`src/rtl/pwrkey_pkg.sv`:
```
package pwrkey_pkg;

  // Duration timer states
  typedef enum logic [1:0] {
    TMR_IDLE = 2'd0,  // key up, waiting for a press
    TMR_RUN  = 2'd1,  // key down, threshold not yet reached
    TMR_HELD = 2'd2   // long result given, waiting for release
  } tmr_state_e;

endpackage

```
`src/rtl/pwrkey_tick_gen.sv`:
```
// Free-running divider giving a one-cycle enable every DIV clocks.
module pwrkey_tick_gen #(
  parameter int unsigned DIV = 50000
) (
  input  logic clk,
  input  logic rst_n,
  output logic tick_o
);

  localparam int unsigned CW = (DIV > 1) ? $clog2(DIV) : 1;

  logic [CW-1:0] cnt_q, cnt_d;
  logic          wrap;

  assign wrap   = (cnt_q == CW'(DIV - 1));
  assign tick_o = wrap;

  always_comb begin
    cnt_d = wrap ? '0 : cnt_q + CW'(1);
  end

  always_ff @(posedge clk or negedge rst_n) begin
    if (!rst_n) cnt_q <= '0;
    else        cnt_q <= cnt_d;
  end

endmodule

```
`src/rtl/pwrkey_debounce.sv`:
```
// Two-flop synchronizer, stable-level filter counted in ticks, edge pulses.
module pwrkey_debounce #(
  parameter int unsigned DB_TICKS = 20
) (
  input  logic clk,
  input  logic rst_n,
  input  logic tick_i,
  input  logic key_i,
  output logic rise_o,
  output logic fall_o
);

  localparam int unsigned DW = $clog2(DB_TICKS + 1);

  logic          sync1_q, sync2_q;
  logic          level_q, level_d;
  logic [DW-1:0] cnt_q, cnt_d;
  logic          rise_q, rise_d, fall_q, fall_d;
  logic          differ, flip;

  assign differ = sync2_q ^ level_q;
  assign flip   = differ && tick_i && (cnt_q == DW'(DB_TICKS - 1));

  always_comb begin
    if (!differ)      cnt_d = '0;
    else if (flip)    cnt_d = '0;
    else if (tick_i)  cnt_d = cnt_q + DW'(1);
    else              cnt_d = cnt_q;
    level_d = flip ? sync2_q : level_q;
    rise_d  = flip &&  sync2_q;
    fall_d  = flip && !sync2_q;
  end

  always_ff @(posedge clk or negedge rst_n) begin
    if (!rst_n) begin
      sync1_q <= 1'b0;
      sync2_q <= 1'b0;
      level_q <= 1'b0;
      cnt_q   <= '0;
      rise_q  <= 1'b0;
      fall_q  <= 1'b0;
    end else begin
      sync1_q <= key_i;
      sync2_q <= sync1_q;
      level_q <= level_d;
      cnt_q   <= cnt_d;
      rise_q  <= rise_d;
      fall_q  <= fall_d;
    end
  end

  assign rise_o = rise_q;
  assign fall_o = fall_q;

endmodule

```
`src/rtl/pwrkey_press_timer.sv`:
```
// Loads the threshold on press, counts ticks down, decides short or long.
module pwrkey_press_timer
  import pwrkey_pkg::*;
#(
  parameter int unsigned TW = 16
) (
  input  logic          clk,
  input  logic          rst_n,
  input  logic          tick_i,
  input  logic          rise_i,
  input  logic          fall_i,
  input  logic [TW-1:0] threshold_i,
  output logic          short_o,
  output logic          long_o
);

  tmr_state_e    state_q, state_d;
  logic [TW-1:0] remain_q, remain_d;
  logic          short_q, short_d, long_q, long_d;

  always_comb begin
    state_d  = state_q;
    remain_d = remain_q;
    short_d  = 1'b0;
    long_d   = 1'b0;
    unique case (state_q)
      TMR_IDLE: begin
        if (rise_i) begin
          state_d  = TMR_RUN;
          remain_d = threshold_i;
        end
      end
      TMR_RUN: begin
        // release wins over expiry in the same cycle
        if (fall_i) begin
          short_d = 1'b1;
          state_d = TMR_IDLE;
        end else if (tick_i) begin
          if (remain_q <= TW'(1)) begin
            long_d  = 1'b1;
            state_d = TMR_HELD;
          end else begin
            remain_d = remain_q - TW'(1);
          end
        end
      end
      TMR_HELD: begin
        if (fall_i) state_d = TMR_IDLE;
      end
      default: state_d = TMR_IDLE;
    endcase
  end

  always_ff @(posedge clk or negedge rst_n) begin
    if (!rst_n) begin
      state_q  <= TMR_IDLE;
      remain_q <= '0;
      short_q  <= 1'b0;
      long_q   <= 1'b0;
    end else begin
      state_q  <= state_d;
      remain_q <= remain_d;
      short_q  <= short_d;
      long_q   <= long_d;
    end
  end

  assign short_o = short_q;
  assign long_o  = long_q;

endmodule

```
`src/rtl/pwrkey_power_policy.sv`:
```
// Maps short/long results to power requests according to the power state.
module pwrkey_power_policy (
  input  logic clk,
  input  logic rst_n,
  input  logic short_i,
  input  logic long_i,
  input  logic power_on_i,
  output logic pwr_on_req_o,
  output logic boot_abort_o,
  output logic shutdown_irq_o
);

  logic on_req_q, on_req_d, abort_q, abort_d, irq_q, irq_d;

  always_comb begin
    on_req_d = long_i  && !power_on_i;
    abort_d  = short_i && !power_on_i;
    irq_d    = long_i  &&  power_on_i;
  end

  always_ff @(posedge clk or negedge rst_n) begin
    if (!rst_n) begin
      on_req_q <= 1'b0;
      abort_q  <= 1'b0;
      irq_q    <= 1'b0;
    end else begin
      on_req_q <= on_req_d;
      abort_q  <= abort_d;
      irq_q    <= irq_d;
    end
  end

  assign pwr_on_req_o   = on_req_q;
  assign boot_abort_o   = abort_q;
  assign shutdown_irq_o = irq_q;

endmodule

```
`src/rtl/pwrkey_classifier.sv`:
```
module pwrkey_classifier #(
  parameter int unsigned CLK_PER_TICK   = 50000,
  parameter int unsigned DEBOUNCE_TICKS = 20,
  parameter int unsigned THRESH_W       = 16
) (
  input  logic                clk,
  input  logic                rst_n,
  input  logic                key_raw,
  input  logic [THRESH_W-1:0] threshold,
  input  logic                power_on,
  output logic                press_p,
  output logic                release_p,
  output logic                short_p,
  output logic                long_p,
  output logic                pwr_on_req,
  output logic                boot_abort,
  output logic                shutdown_irq
);

  logic tick;
  logic rise, fall;

  pwrkey_tick_gen #(.DIV(CLK_PER_TICK)) u_tick (
    .clk    (clk),
    .rst_n  (rst_n),
    .tick_o (tick)
  );

  pwrkey_debounce #(.DB_TICKS(DEBOUNCE_TICKS)) u_deb (
    .clk    (clk),
    .rst_n  (rst_n),
    .tick_i (tick),
    .key_i  (key_raw),
    .rise_o (rise),
    .fall_o (fall)
  );

  pwrkey_press_timer #(.TW(THRESH_W)) u_tmr (
    .clk         (clk),
    .rst_n       (rst_n),
    .tick_i      (tick),
    .rise_i      (rise),
    .fall_i      (fall),
    .threshold_i (threshold),
    .short_o     (short_p),
    .long_o      (long_p)
  );

  pwrkey_power_policy u_pol (
    .clk            (clk),
    .rst_n          (rst_n),
    .short_i        (short_p),
    .long_i         (long_p),
    .power_on_i     (power_on),
    .pwr_on_req_o   (pwr_on_req),
    .boot_abort_o   (boot_abort),
    .shutdown_irq_o (shutdown_irq)
  );

  assign press_p   = rise;
  assign release_p = fall;

endmodule

```
`config.mk`:
```
export PLATFORM = sky130hd
export DESIGN_NAME = pwrkey_classifier
export DESIGN_NICKNAME = d
export VERILOG_FILES = /design/src/rtl/pwrkey_pkg.sv /design/src/rtl/pwrkey_tick_gen.sv /design/src/rtl/pwrkey_debounce.sv /design/src/rtl/pwrkey_press_timer.sv /design/src/rtl/pwrkey_power_policy.sv /design/src/rtl/pwrkey_classifier.sv
export SDC_FILE = /design/constraint.sdc
export NUM_CORES = 1
export LEC_CHECK = 0
export BUFFER_PORTS_ARGS = -buffer_cell sky130_fd_sc_hd__buf_2
export CORE_MARGIN = 8
export CORE_UTILIZATION = 38
export DETAILED_ROUTE_END_ITERATION = 8
export PLACE_DENSITY = 0.64
export SLEW_MARGIN = 0
export SYNTH_ARGS = -nofsm -noshare
export SYNTH_HDL_FRONTEND = slang
export SYNTH_HIERARCHICAL = 1
export SYNTH_SLANG_ARGS = --single-unit
```
`constraint.sdc`:
```
create_clock -name clk -period 5.26 [get_ports clk]
set_clock_uncertainty 0.05 [all_clocks]
set_input_delay 0.789 -clock clk [delete_from_list [all_inputs] [get_ports clk]]
set_output_delay 0.789 -clock clk [all_outputs]
set_load 0.03 [all_outputs]
```
==> impl_summary.log <==
[metrics] via count: 1,910
[metrics] clock sink total: 49
[metrics] number of design-rule violations left by the first detailed-router iteration: 93
[metrics] CP arrival: 2.98 ns
[metrics] Total Wirelength: 5140 um
[metrics] Reg2Reg Depth: 8
[metrics] crit path kind: reg -> reg
[metrics] CTS root buf: sky130_fd_sc_hd__clkbuf_8
[metrics] achievable clock frequency: 348 MHz
[metrics] number of design rule violations left after detail routing: 0
[metrics] TritonCTS clock tree: built
[metrics] area occupied by multi-input gates: 1210 um^2
[metrics] post-synth top area cell: sky130_fd_sc_hd__dfrtp_1
[metrics] number of antenna violations at the first check in global routing: 0
[metrics] number of filler cells placed in the layout: 633
[metrics] setup violation total in the final timing report: 0
[metrics] Total Neg Setup Slack: 0 ns
[metrics] share of the yosys chip area belonging to registers: 0.489
[metrics] slew at the pin with the worst max-slew slack: 1.16 ns
[metrics] number of H-tree levels: 2
[metrics] die boundary width: 97.3 um
[metrics] number of cell rows: 29
[metrics] CP required: 5.37 ns
[metrics] Synth Cell Area: 2510 um^2
[metrics] area taken by flip-flops and latches: 1230 um^2
[metrics] largest buffer count on any clock path: 2
[metrics] top area cells in the synthesized netlist: sky130_fd_sc_hd__dfrtp_1 (49%), sky130_fd_sc_hd__a21oi_1 (4.0%), sky130_fd_sc_hd__o21ai_0 (3.6%)
[metrics] most common cell after layout, fill and taps aside: sky130_fd_sc_hd__dfrtp_1
[metrics] distinct cell type count of the synthesized netlist: 55
[metrics] number of setup buffers added after CTS: 0
[metrics] WL/cell: 14.6 um
[metrics] area share of the largest cell type after synthesis: 0.489
[metrics] Tightest Hold Check Type: reg -> reg
[metrics] worst vdd ir: 0.104 mV
[metrics] global-route usage over all layers: 0.113
[metrics] final hold violation count: 0
[metrics] total of flip-flops plus latches after synthesis: 49
[metrics] max-capacitance violation count: 0
[metrics] number of instances in the synthesized netlist: 249
[metrics] maximum fanout count along the critical path: 24
[metrics] clock buffers created by TritonCTS: 5
[metrics] overall die area: 9460 um^2
[metrics] Initial DRT Pass Iterations: 5
[metrics] final worst setup slack: 2.39 ns
[metrics] antenna cell count: 0
[metrics] Leakage Power: 1.23 nW
[metrics] number of warning messages in the yosys log: 6
[metrics] setup repair after global routing missed its margin: false
[metrics] Hold Path Depth: 0
[metrics] fin nets: 298
[metrics] final worst path period need: 2.87 ns
[metrics] area added between synthesis and finish: 12.8%
[metrics] most frequent cells in the layout: sky130_fd_sc_hd__dfrtp_1 (49), sky130_fd_sc_hd__buf_2 (26), sky130_fd_sc_hd__nor2_1 (21)
[metrics] status: completed
[metrics] share of the clock period used by the worst path: 0.546
[metrics] post-route antenna net violation count: 0
[metrics] cts-stage hold buffer count: 0
[metrics] clock transition at the registers of the reported paths: 0.09 ns
[metrics] pin count of the biggest net entering global routing: 50
[metrics] worst-case setup slack after placement: 2.37 ns
[metrics] number of gates resized after CTS: 0
[metrics] Setup crit end kind: flop
[metrics] crit start category: flop
[metrics] pwr/cell area: 251 nW/um^2
[metrics] via count of the first global-routing pass: 1,909
[metrics] Core Footprint: 6390 um^2
[metrics] clock latency at the later pin of the worst-skew pair: 0.30 ns
[metrics] first-pass GRT wire length: 9110 um
[metrics] max-slew violation total from the final report: 0
[metrics] final cell utilization of the core: 0.443
[metrics] total I/O pin count: 27
[metrics] global route total overflow: 0
[metrics] Vias per Instance: 5.43
[metrics] headroom to the max-slew limit: 0.224
[metrics] global placer's final weighted congestion: 0.791
[metrics] mean cell area of the mapped netlist: 10.1 um^2
[metrics] layout cells sized above 1: 0.175
[metrics] Synthesized Nets: 273
[metrics] Die Y-Extent: 97.3 um
[metrics] HPWL after detailed placement: 3640 um
[metrics] I/O Buffers: 26
[metrics] initial core utilization: 0.393
-- report_power, final --
group,internal [mW],total [mW],switching [mW],leakage [nW]
combinational,0.00787,0.0197,0.0118,0.527
clock,0.189,0.313,0.124,0.0681
sequential,0.377,0.378,0.000551,0.634
total,0.574,0.710,0.136,1.23
-- critical path: stages, from the launching register on --
cell	delay [ns]
sky130_fd_sc_hd__dfrtp_1	0.39
sky130_fd_sc_hd__ha_1	0.19
sky130_fd_sc_hd__and3_1	0.26
sky130_fd_sc_hd__and4_1	0.60
sky130_fd_sc_hd__nand3b_1	0.16
sky130_fd_sc_hd__a21oi_2	0.39
sky130_fd_sc_hd__o31ai_4	0.31
sky130_fd_sc_hd__a211oi_1	0.30
sky130_fd_sc_hd__a21oi_1	0.06
-- stage by stage --
step / area (um^2) / power [mW] / cells / hold WS, ns
after floorplan: 2510 / 0.389 / 249 / 0.281
after global placement: 2700 / 0.405 / 344 / 0.290
after detailed placement: 2700 / 0.406 / 344 / 0.293
after CTS: 2830 / 0.722 / 352 / 0.314
after global routing: 2830 / 0.740 / 352 / 0.318
final: 2830 / 0.710 / 352 / 0.310
-- synthesized netlist by cell type (all sizes together) --
library cell and count:
and4b 1, o22ai 2, nand2b 5, inv 6, and3 3, o31ai 2, nand3 5, xnor2 5
o2111ai 1, and2b 2, a31oi 2, ha 4, o22a 1, nand3b 1, nor3b 4, a31o 1
dfrtp 49, or3 2, nor2b 3, nand2 18, o2bb2ai 6, and4 5, nor3 9, o31a 2
or4b 1, a21oi 21, or4 1, buf 5, nand4 4, clkbuf 4, mux2 1, and2 5
o21ai 18, o21a 2, nor4 8, a22oi 1, nor4bb 2, o21bai 1, xor2 9, nor2 21
nor4b 1, and4bb 1, or3b 1, mux2i 2, a211oi 1
-- path summary, 6_finish.rpt --
| path | startpoint | endpoint | slack (ns) |
|---|---|---|---|
| hold reg to reg | u_deb/sync1_q$_DFF_PN0_ | u_deb/sync2_q$_DFF_PN0_ | 0.31 |
| hold / removal | u_deb/sync1_q$_DFF_PN0_ | u_deb/sync2_q$_DFF_PN0_ | 0.31 |
| min in group asynchronous | rst_n | u_deb/rise_o$_DFF_PN0_ | 0.52 |
| setup / recovery | u_tick/cnt_q[0]$_DFF_PN0_ | u_tmr/remain_q[1]$_DFFE_PN0P_ | 2.39 |
| max in group asynchronous | rst_n | u_tick/cnt_q[12]$_DFF_PN0_ | 4.22 |
| setup reg to reg | u_tick/cnt_q[0]$_DFF_PN0_ | u_tmr/remain_q[1]$_DFFE_PN0P_ | 2.39 |
-- flip-flops by register name, indices dropped and copies added, names as in the netlist --
signal / flops
u_deb/level_q: 1
u_deb/sync1_q: 1
u_tmr/long_o: 1
u_tmr/short_o: 1
u_deb/cnt_q: 5
u_pol/boot_abort_o: 1
u_tmr/state_q: 2
u_pol/shutdown_irq_o: 1
u_tick/cnt_q: 16
u_pol/pwr_on_req_o: 1
u_deb/fall_o: 1
u_deb/sync2_q: 1
u_deb/rise_o: 1
u_tmr/remain_q: 16
-- routing by layer --
metal	part of all wire	routed length [um]	global-route usage
met1	0.48	2470	0.147
met2	0.46	2350	0.171
met3	0.044	225	0.0292
met4	0.018	95	0.0490
met5	0	0	0
-- logic make-up after synthesis --
kind of cell / count (synthesis) / share of synthesized area
adder cells (fa/ha/maj): 4 / 0.0199
AND/OR/NAND/NOR: 103 / 0.247
XOR/XNOR: 14 / 0.0489
buffers and inverters: 15 / 0.0274
multiplexers: 3 / 0.0140
AO/OA/AOI/OAI: 61 / 0.154
flip-flops: 49 / 0.489
-- layout make-up --
class                   count  area share
flip-flops and latches     49       0.433
inverters                   6     0.00795
repair buffers             27      0.0486
clock inverters             3      0.0230
multi-input cells         185       0.429
clock buffers               5      0.0243
well taps                  77      0.0340
Note: power is estimated with default switching activity, not from simulation.
